File: config.mk
export PLATFORM = sky130hd
export DESIGN_NAME = phase_freq_detector
export DESIGN_NICKNAME = d
export VERILOG_FILES = /design/src/rtl/pfd_pkg.sv /design/src/rtl/pfd_edge_sync.sv /design/src/rtl/pfd_core.sv /design/src/rtl/pfd_lock_mon.sv /design/src/rtl/phase_freq_detector.sv
export SDC_FILE = /design/constraint.sdc
export NUM_CORES = 1
export LEC_CHECK = 0
export BUFFER_PORTS_ARGS = -buffer_cell sky130_fd_sc_hd__buf_2
export CAP_MARGIN = 25
export CORE_AREA = 2 2 39 41
export DETAILED_ROUTE_END_ITERATION = 16
export DIE_AREA = 0 0 41 43
export PLACE_DENSITY = 0.74
export RECOVER_POWER = 50
export SLEW_MARGIN = 15
export SYNTH_ARGS = -nofsm -noshare
export SYNTH_HDL_FRONTEND = slang
export SYNTH_SLANG_ARGS = --single-unit
File: constraint.sdc
create_clock -name clk -period 2.1 [get_ports clk]
set_clock_uncertainty 0.1 [all_clocks]
set_input_delay 0.21 -clock clk [delete_from_list [all_inputs] [get_ports clk]]
set_output_delay 0.21 -clock clk [all_outputs]
set_load 0.03 [all_outputs]
File: src/rtl/pfd_pkg.sv
package pfd_pkg;
    typedef enum logic [1:0] {
        ST_IDLE = 2'd0,
        ST_UP   = 2'd1,
        ST_DN   = 2'd2,
        ST_BOTH = 2'd3
    } pfd_state_e;

    localparam int NUM_INPUTS = 2;
    localparam int IDX_REF    = 0;
    localparam int IDX_FB     = 1;
endpackage

File: src/rtl/pfd_edge_sync.sv
module pfd_edge_sync #(
    parameter int STAGES = 2
) (
    input  logic clk,
    input  logic rst_n,
    input  logic din,
    output logic rise
);
    logic [STAGES-1:0] shift_q;
    logic              last_q;

    always_ff @(posedge clk or negedge rst_n) begin
        if (!rst_n) begin
            shift_q <= '0;
            last_q  <= 1'b0;
        end else begin
            shift_q <= {shift_q[STAGES-2:0], din};
            last_q  <= shift_q[STAGES-1];
        end
    end

    assign rise = shift_q[STAGES-1] & ~last_q;

    // a detected edge never repeats in the following cycle
    p_edge_single_r1: assert property (@(posedge clk) disable iff (!rst_n)
        rise |=> !rise);
endmodule

File: src/rtl/pfd_core.sv
module pfd_core
    import pfd_pkg::*;
(
    input  logic clk,
    input  logic rst_n,
    input  logic ref_edge,
    input  logic fb_edge,
    output logic up_n,
    output logic dn_n,
    output logic cmp_active,
    output logic cmp_end
);
    pfd_state_e state_q, state_d;

    always_comb begin
        state_d = state_q;
        cmp_end = 1'b0;
        unique case (state_q)
            ST_IDLE: begin
                if (ref_edge && fb_edge)  state_d = ST_BOTH;  // T_COIN
                else if (ref_edge)        state_d = ST_UP;    // T_REF
                else if (fb_edge)         state_d = ST_DN;    // T_FB
            end
            ST_UP: begin
                if (fb_edge) begin
                    cmp_end = 1'b1;
                    state_d = ref_edge ? ST_UP : ST_IDLE;     // T_RESTART / T_CLOSE
                end
            end
            ST_DN: begin
                if (ref_edge) begin
                    cmp_end = 1'b1;
                    state_d = fb_edge ? ST_DN : ST_IDLE;      // T_RESTART / T_CLOSE
                end
            end
            ST_BOTH: begin
                cmp_end = 1'b1;                               // T_RELEASE
                if (ref_edge && fb_edge)  state_d = ST_BOTH;
                else if (ref_edge)        state_d = ST_UP;
                else if (fb_edge)         state_d = ST_DN;
                else                      state_d = ST_IDLE;
            end
            default: state_d = ST_IDLE;
        endcase
    end

    always_ff @(posedge clk or negedge rst_n) begin
        if (!rst_n) state_q <= ST_IDLE;
        else        state_q <= state_d;
    end

    always_comb begin
        up_n       = !(state_q == ST_UP || state_q == ST_BOTH);
        dn_n       = !(state_q == ST_DN || state_q == ST_BOTH);
        cmp_active = (state_q != ST_IDLE);
    end

    // joint drive lasts a single cycle
    p_both_one_cycle_r4: assert property (@(posedge clk) disable iff (!rst_n)
        (!up_n && !dn_n) |=> !(!up_n && !dn_n));
    // lone feedback edge closes an up comparison
    p_up_close_r2: assert property (@(posedge clk) disable iff (!rst_n)
        (state_q == ST_UP && fb_edge && !ref_edge) |=> up_n);
    // lone reference edge closes a down comparison
    p_dn_close_r3: assert property (@(posedge clk) disable iff (!rst_n)
        (state_q == ST_DN && ref_edge && !fb_edge) |=> dn_n);
    // up stays asserted until the feedback edge, whatever the reference does
    p_up_hold_r5: assert property (@(posedge clk) disable iff (!rst_n)
        (state_q == ST_UP && !fb_edge) |=> !up_n);
endmodule

File: src/rtl/pfd_lock_mon.sv
module pfd_lock_mon #(
    parameter int WIN_MAX   = 2,
    parameter int RUN_COUNT = 4
) (
    input  logic clk,
    input  logic rst_n,
    input  logic cmp_active,
    input  logic cmp_end,
    output logic lock_n
);
    localparam int WW = $clog2(WIN_MAX + 2) + 1;
    localparam int GW = $clog2(RUN_COUNT + 1);
    localparam logic [WW-1:0] WSAT  = WW'(WIN_MAX + 1);
    localparam logic [GW-1:0] GFULL = GW'(RUN_COUNT);

    logic [WW-1:0] width_q;
    logic [WW:0]   width_now;
    logic [GW-1:0] good_q;
    logic          narrow;
    logic          locked;

    assign width_now = {1'b0, width_q} + 1'b1;
    assign narrow    = (width_now <= (WW+1)'(WIN_MAX));

    always_ff @(posedge clk or negedge rst_n) begin
        if (!rst_n) begin
            width_q <= '0;
            good_q  <= '0;
        end else begin
            if (cmp_end)
                width_q <= '0;
            else if (cmp_active && width_q != WSAT)
                width_q <= width_q + 1'b1;

            if (cmp_end) begin
                if (!narrow)              good_q <= '0;
                else if (good_q != GFULL) good_q <= good_q + 1'b1;
            end
        end
    end

    assign locked = (good_q == GFULL);
    assign lock_n = ~locked;

    // lock only rises at the close of a comparison
    p_lock_rise_r6: assert property (@(posedge clk) disable iff (!rst_n)
        $rose(locked) |-> $past(cmp_end));
    // a wide comparison clears lock
    p_lock_drop_r7: assert property (@(posedge clk) disable iff (!rst_n)
        (cmp_end && !narrow) |=> !locked);
endmodule

File: src/rtl/phase_freq_detector.sv
module phase_freq_detector
    import pfd_pkg::*;
#(
    parameter int SYNC_STAGES = 2,
    parameter int LOCK_WIN    = 2,
    parameter int LOCK_RUN    = 4
) (
    input  logic clk,
    input  logic rst_n,
    input  logic ref_pulse,
    input  logic fb_pulse,
    output logic up_n,
    output logic dn_n,
    output logic lock_n
);
    logic [NUM_INPUTS-1:0] raw_in;
    logic [NUM_INPUTS-1:0] rise;
    logic                  cmp_active;
    logic                  cmp_end;

    assign raw_in[IDX_REF] = ref_pulse;
    assign raw_in[IDX_FB]  = fb_pulse;

    for (genvar i = 0; i < NUM_INPUTS; i++) begin : g_sync
        pfd_edge_sync #(.STAGES(SYNC_STAGES)) u_sync (
            .clk  (clk),
            .rst_n(rst_n),
            .din  (raw_in[i]),
            .rise (rise[i])
        );
    end

    pfd_core u_core (
        .clk       (clk),
        .rst_n     (rst_n),
        .ref_edge  (rise[IDX_REF]),
        .fb_edge   (rise[IDX_FB]),
        .up_n      (up_n),
        .dn_n      (dn_n),
        .cmp_active(cmp_active),
        .cmp_end   (cmp_end)
    );

    pfd_lock_mon #(.WIN_MAX(LOCK_WIN), .RUN_COUNT(LOCK_RUN)) u_lock (
        .clk       (clk),
        .rst_n     (rst_n),
        .cmp_active(cmp_active),
        .cmp_end   (cmp_end),
        .lock_n    (lock_n)
    );

    // nothing is driven in the cycle after reset is released
    p_reset_quiet_r8: assert property (@(posedge clk)
        $rose(rst_n) |-> (up_n && dn_n && lock_n));
endmodule

# Yosys cells after proc, flatten, opt, wreduce, memory -nomap -nowiden
# Index checks and enable logic that the tools add are counted.
dict set report totals {
  reg_bits 14
  latch_bits 0
  ramBits 0
  rom_bits 0
  in_bits 4
  out_inout_bits 3
  word_cells 54
  mem_count 0
}
dict set report op_classes {
  add_sub_neg 3
  mul 0
  div_mod_pow 0
  magnitude_cmp 1
  n_eq_ne 10
  n_shift 0
  mux 17
  n_bitwise 5
  reduce_logical 11
}
# operator n
set ops {}
lappend ops {{$mux 2} 8}
lappend ops {{$mux 3} 4}
lappend ops {{$pmux 2 s4} 1}
lappend ops {{$add 3x1->3 const B} 2}
lappend ops {{$add 3x1->4 const B} 1}
lappend ops {{$eq 2x2->1 const B} 2}
lappend ops {{$le 4x2->1 const B} 1}
lappend ops {{$ne 2x1->1 const B} 2}
lappend ops {{$ne 4x1->1 const B} 1}
lappend ops {{$reduce_bool 2->1} 2}
lappend ops {{$eq 3x3->1 const B} 1}
lappend ops {{$mux 1} 3}
lappend ops {{$ne 3x2->1 const B} 1}
lappend ops {{$ne 3x3->1 const B} 1}
lappend ops {{$not 1->1} 3}
lappend ops {{$pmux 1 s3} 1}
lappend ops {{$reduce_and 3->1} 1}
lappend ops {{$and 1x1->1} 2}
lappend ops {{$eq 2x1->1 const B} 1}
lappend ops {{$logic_and 1x1->1} 2}
lappend ops {{$logic_not 1->1} 2}
lappend ops {{$logic_not 2->1} 1}
lappend ops {{$logic_or 1x1->1} 2}
lappend ops {{$ne 2x2->1 const B} 1}
lappend ops {{$reduce_and 2->1} 1}

# Longest topological paths before layout
dict set report logic_depth {
  depth_word 6
  ltp_mapped 6
  depth_no_buf 6
}

# Cells and area by module
# A second synthesis with hierarchy kept.
dict set report unflattened {
  hier_cells 57
  hier_area_um2 649.4
}
# mod instances cells_each area_per_inst_um2 seq_area_each_um2
set by_module_without_submodules {}
lappend by_module_without_submodules {pfd_lock_mon 1 37 367.9 150.1}
lappend by_module_without_submodules {pfd_edge_sync 2 4 88.8 75.1}
lappend by_module_without_submodules {pfd_core 1 12 103.8 50.0}

# Worst setup path after synthesis
# OpenSTA, ideal clock, no wires.
dict set report synth_path {
  kind {register to register}
  startpoint {reg u_lock.width_q[0]}
  endpoint {reg u_lock.good_q[0]}
  arrival_time_ns 1.489
  required_time_ns 1.878
  slack_ns 0.389
  stages_incl_launch_ff 7
  n_path_buf 0
  period_less_slack_ns 1.711
  path_cell_list {dfrtp_1 ha_1 ha_1 o21ai_0 a31oi_1 a32o_1 a32o_1}
}
dict set report synth_between {
  elab_chain_cells 4
  word_cells_on_any_way 5
  classes_between {add/sub (1); order compare (1); eq/ne (1); mux (1); reduce/logical (1)}
}
# element line_no
set synth_lines {}
lappend synth_lines {{start: declaration} pfd_lock_mon.sv:16} ;# logic [WW-1:0] width_q;
lappend synth_lines {{start signal: assignment} pfd_lock_mon.sv:33} ;# width_q <= width_q + 1'b1;
lappend synth_lines {{$add 3x1->4 *} pfd_lock_mon.sv:22} ;# assign width_now = {1'b0, width_q} + 1'b1;
lappend synth_lines {{$le 4x2->1 *} pfd_lock_mon.sv:23} ;# assign narrow = (width_now <= (WW+1)'(WIN_MAX));
lappend synth_lines {{$ne 2x2->1 (no line)} n/a}
lappend synth_lines {{$reduce_and 2->1 (no line)} n/a}
lappend synth_lines {{end signal: assignment} pfd_lock_mon.sv:37} ;# else if (good_q != GFULL) good_q <= good_q + 1'b1;
lappend synth_lines {{end: declaration} pfd_lock_mon.sv:18} ;# logic [GW-1:0] good_q;
# Every way passes the cells marked *; elsewhere a longest branch is shown, timed or not.
# A chain may end at the register's enable or synchronous reset.

# Worst setup path after layout
# Same ends and word-level chain as after synthesis.

==> metrics.md <==
| Metric | Value |
|---|---|
| CTS tree | `yes` |
| Cell Area, Synth | `618 sq um` |
| Final WS setup | `0.296 ns` |
| Slowest cell on crit path | `dfrtp_1` |
| Lkg Pwr | `0.347 nW` |
| Total congestion overflow | `0` |
| Peak supply drop | `0.532 mV` |
| DR pass1 iterations | `4` |
| N_diodes | `0` |
| Worst setup EP type | `register` |
| Fin crit share | `0.859` |
| Top Ports | `7` |
| Pint | `0.592 mW` |
| Worst Hold Class | `register to register` |
| # clock sinks | `14` |
| Root Driver | `clkbuf_4` |
| Post-synthesis cell count | `57` |
| Share of post-route cells with drive strength above 1 | `0.157` |
| Row Count | `14` |
| CP Data Required Time | `2.18 ns` |
| Comb pwr share | `0.381` |
| Dpl cells | `79` |
| Pwr dens | `1310 nW/um^2` |
| CP cell instances | `ha_1 -> ha_1 -> o21ai_0 -> a31oi_1 -> a32o_1 -> a32o_1` |
| Number of fillers in the final layout | `127` |
| Pre-CTS WS | `0.310 ns` |
| I/O Buffers | `6` |
| Number of remaining DRC errors | `0` |
| Unique masters post-synth | `19` |
| Slowest cell delay on critical path | `0.43 ns` |
| Fin. Hold Viols | `0` |
| DIE AREA | `1760 sq um` |
| First-pass GRT wire length | `1.51 mm` |
| Final GP Congestion | `0.689` |
| Crit Path Category | `register to register` |
| Slew Limit Fails | `0` |
| Final setup vio count | `0` |
| Sequential Power Share | `0.418` |
| Switch Pwr | `0.367 mW` |
| FF+latch area | `350 sq um` |
| Period minus WS final | `1.80 ns` |
| Num CTS Buffers | `3` |
| Crit-path max FO | `4` |
| Final ANT Viol Nets | `0` |
| DIE HEIGHT | `43 um` |
| Bufs and invs on worst path | `0` |
| Syn Nets | `66` |
| CTS clock-pin slew for the worst setup and hold paths | `0.09 ns` |
| Vias in the first global route | `373` |
| Vias | `434` |
| Wire length per cell | `10.8 um` |
| Critical path data arrival time | `1.88 ns` |
| Initial core utilization | `0.447` |
| Finished layout cell area | `733 sq um` |
| Post-Route Setup TNS | `0 ns` |
| Sw frac | `0.382` |
| WL final | `928 um` |
| Setup bufs post-CTS | `0` |
| Commonest non-fill, non-tap cells in the layout | `dfrtp_1 (14), o21ai_0 (6)` |
| Pin count of the biggest net entering global routing | `15` |
| Clock power frac | `0.201` |
| Max-cap violations | `0` |
| Total Routing Usage GR | `0.137` |
| Mean post-synth cell area | `10.8 sq um` |
| Internal reg-to-reg setup slack | `0.30 ns` |
| CTS H-tree depth | `1` |
| Area Growth Syn to Fin | `18.6%` |
| Sequential area share after synthesis | `0.567` |
| CTS max path bufs | `2` |
| Final cell count without fillers | `86` |
| Placed Area | `668 sq um` |
| Worst-Margin Slew | `0.756 ns` |
| Power Total | `0.959 mW` |
| Commonest non-fill, non-tap cell in the layout | `dfrtp_1` |
| RSZ-0062 raised after global routing | `false` |
| CORE AREA | `1380 sq um` |
| Clock Latency Late Sink | `0.28 ns` |
| Layout net count | `80` |
| CP top delay family | `compound AO/OA/AOI/OAI gates` |
| Die Width | `41 um` |
| Dpl hpwl | `666 um` |
| Multi-input logic area | `245 sq um` |
| Initial DRC Count | `5` |
| Vias per cell | `5.05` |
| Initial antenna violation count | `0` |
| Setup crit start kind | `register` |
| Max Fclk | `554 MHz` |
| Worst slew margin | `0.496` |
| Status | `finished, final reports clean` |
| Synthesized flop and latch total | `14` |
| Yosys warnings | `0` |
[synth_stat cells]
cell type,count,area [sq um]
a21boi_0,1,7.51
a21oi_1,4,20.0
a22o_1,1,8.76
a2bb2oi_1,1,8.76
a31oi_1,1,6.26
a32o_1,2,20.0
and3_1,1,6.26
dfrtp_1,14,350
ha_1,5,62.6
inv_1,5,18.8
inv_2,1,3.75
nand2_1,5,18.8
nand2b_1,1,6.26
nor2_1,5,18.8
nor2b_2,1,8.76
o21ai_0,6,30.0
o21bai_1,1,7.51
or2_1,1,6.26
xor2_1,1,8.76
[cell families (layout without fill, tap and decap cells)]
group / Yosys count / count (layout) / share of synthesized area
compound gates: 17 / 17 / 0.176
xor+xnor: 1 / 1 / 0.0142
fa+ha+maj: 5 / 5 / 0.101
buf+inv: 6 / 19 / 0.0364
flops: 14 / 14 / 0.567
simple gates: 14 / 14 / 0.105
[registers in the layout, summed over array words and instances (netlist names)]
signal / count
u_core.state_q: 2
g_sync.u_sync.shift_q: 4
u_lock.width_q: 3
u_lock.good_q: 3
g_sync.u_sync.last_q: 2
[routing by layer]
layer	vias to the layer above	track usage	wire, um
li1	222	-	-
met1	201	0.156	427
met2	7	0.191	438
met3	4	0.0471	31
met4	0	0.120	31
met5	-	0	0
[area by class of cell]
cell class                      count  area share
Clock buffer                        4      0.0495
Inverter                            6      0.0307
Multi-Input combinational cell     37       0.334
Sequential cell                    14       0.478
Tap cell                           16      0.0273
Timing Repair Buffer                9      0.0802
[power groups by stage]
stage / clock (mW) / combinational, mW / sequential, mW
floorplan: 0 / 0.289 / 0.392
global placement: 0 / 0.353 / 0.405
detailed placement: 0 / 0.364 / 0.407
CTS: 0.200 / 0.370 / 0.402
global route: 0.212 / 0.417 / 0.415
finish: 0.192 / 0.365 / 0.401
[path summary, 6_finish.rpt]
check	from	to	cells after the start
setup / recovery	u_lock.width_q[0]	u_lock.good_q[0]	6
hold / removal	g_sync[0].u_sync.shift_q[0]	g_sync[0].u_sync.shift_q[1]	0
setup reg to reg	u_lock.width_q[0]	u_lock.good_q[0]	6
hold reg to reg	g_sync[0].u_sync.shift_q[0]	g_sync[0].u_sync.shift_q[1]	0
max in group asynchronous	rst_n	u_core.state_q[0]	2
min in group asynchronous	rst_n	u_lock.width_q[0]	2
[through the flow]
stage          utilization  hold WS (ns)
2_1_floorplan            -        -0.186
5_1_grt              0.530         0.270
3_5_place_dp         0.483        0.0227
6_report             0.530         0.251
4_1_cts              0.531         0.247
3_3_place_gp         0.483        0.0162
[what timing repair did]
action / in CTS / in global routing
setup endpoints to repair: 0 / 0
hold endpoints to repair: 16 / 0
resized for setup: 0 / 0
hold buffers: 3 / 0
Power figures use the tool's default switching activity.
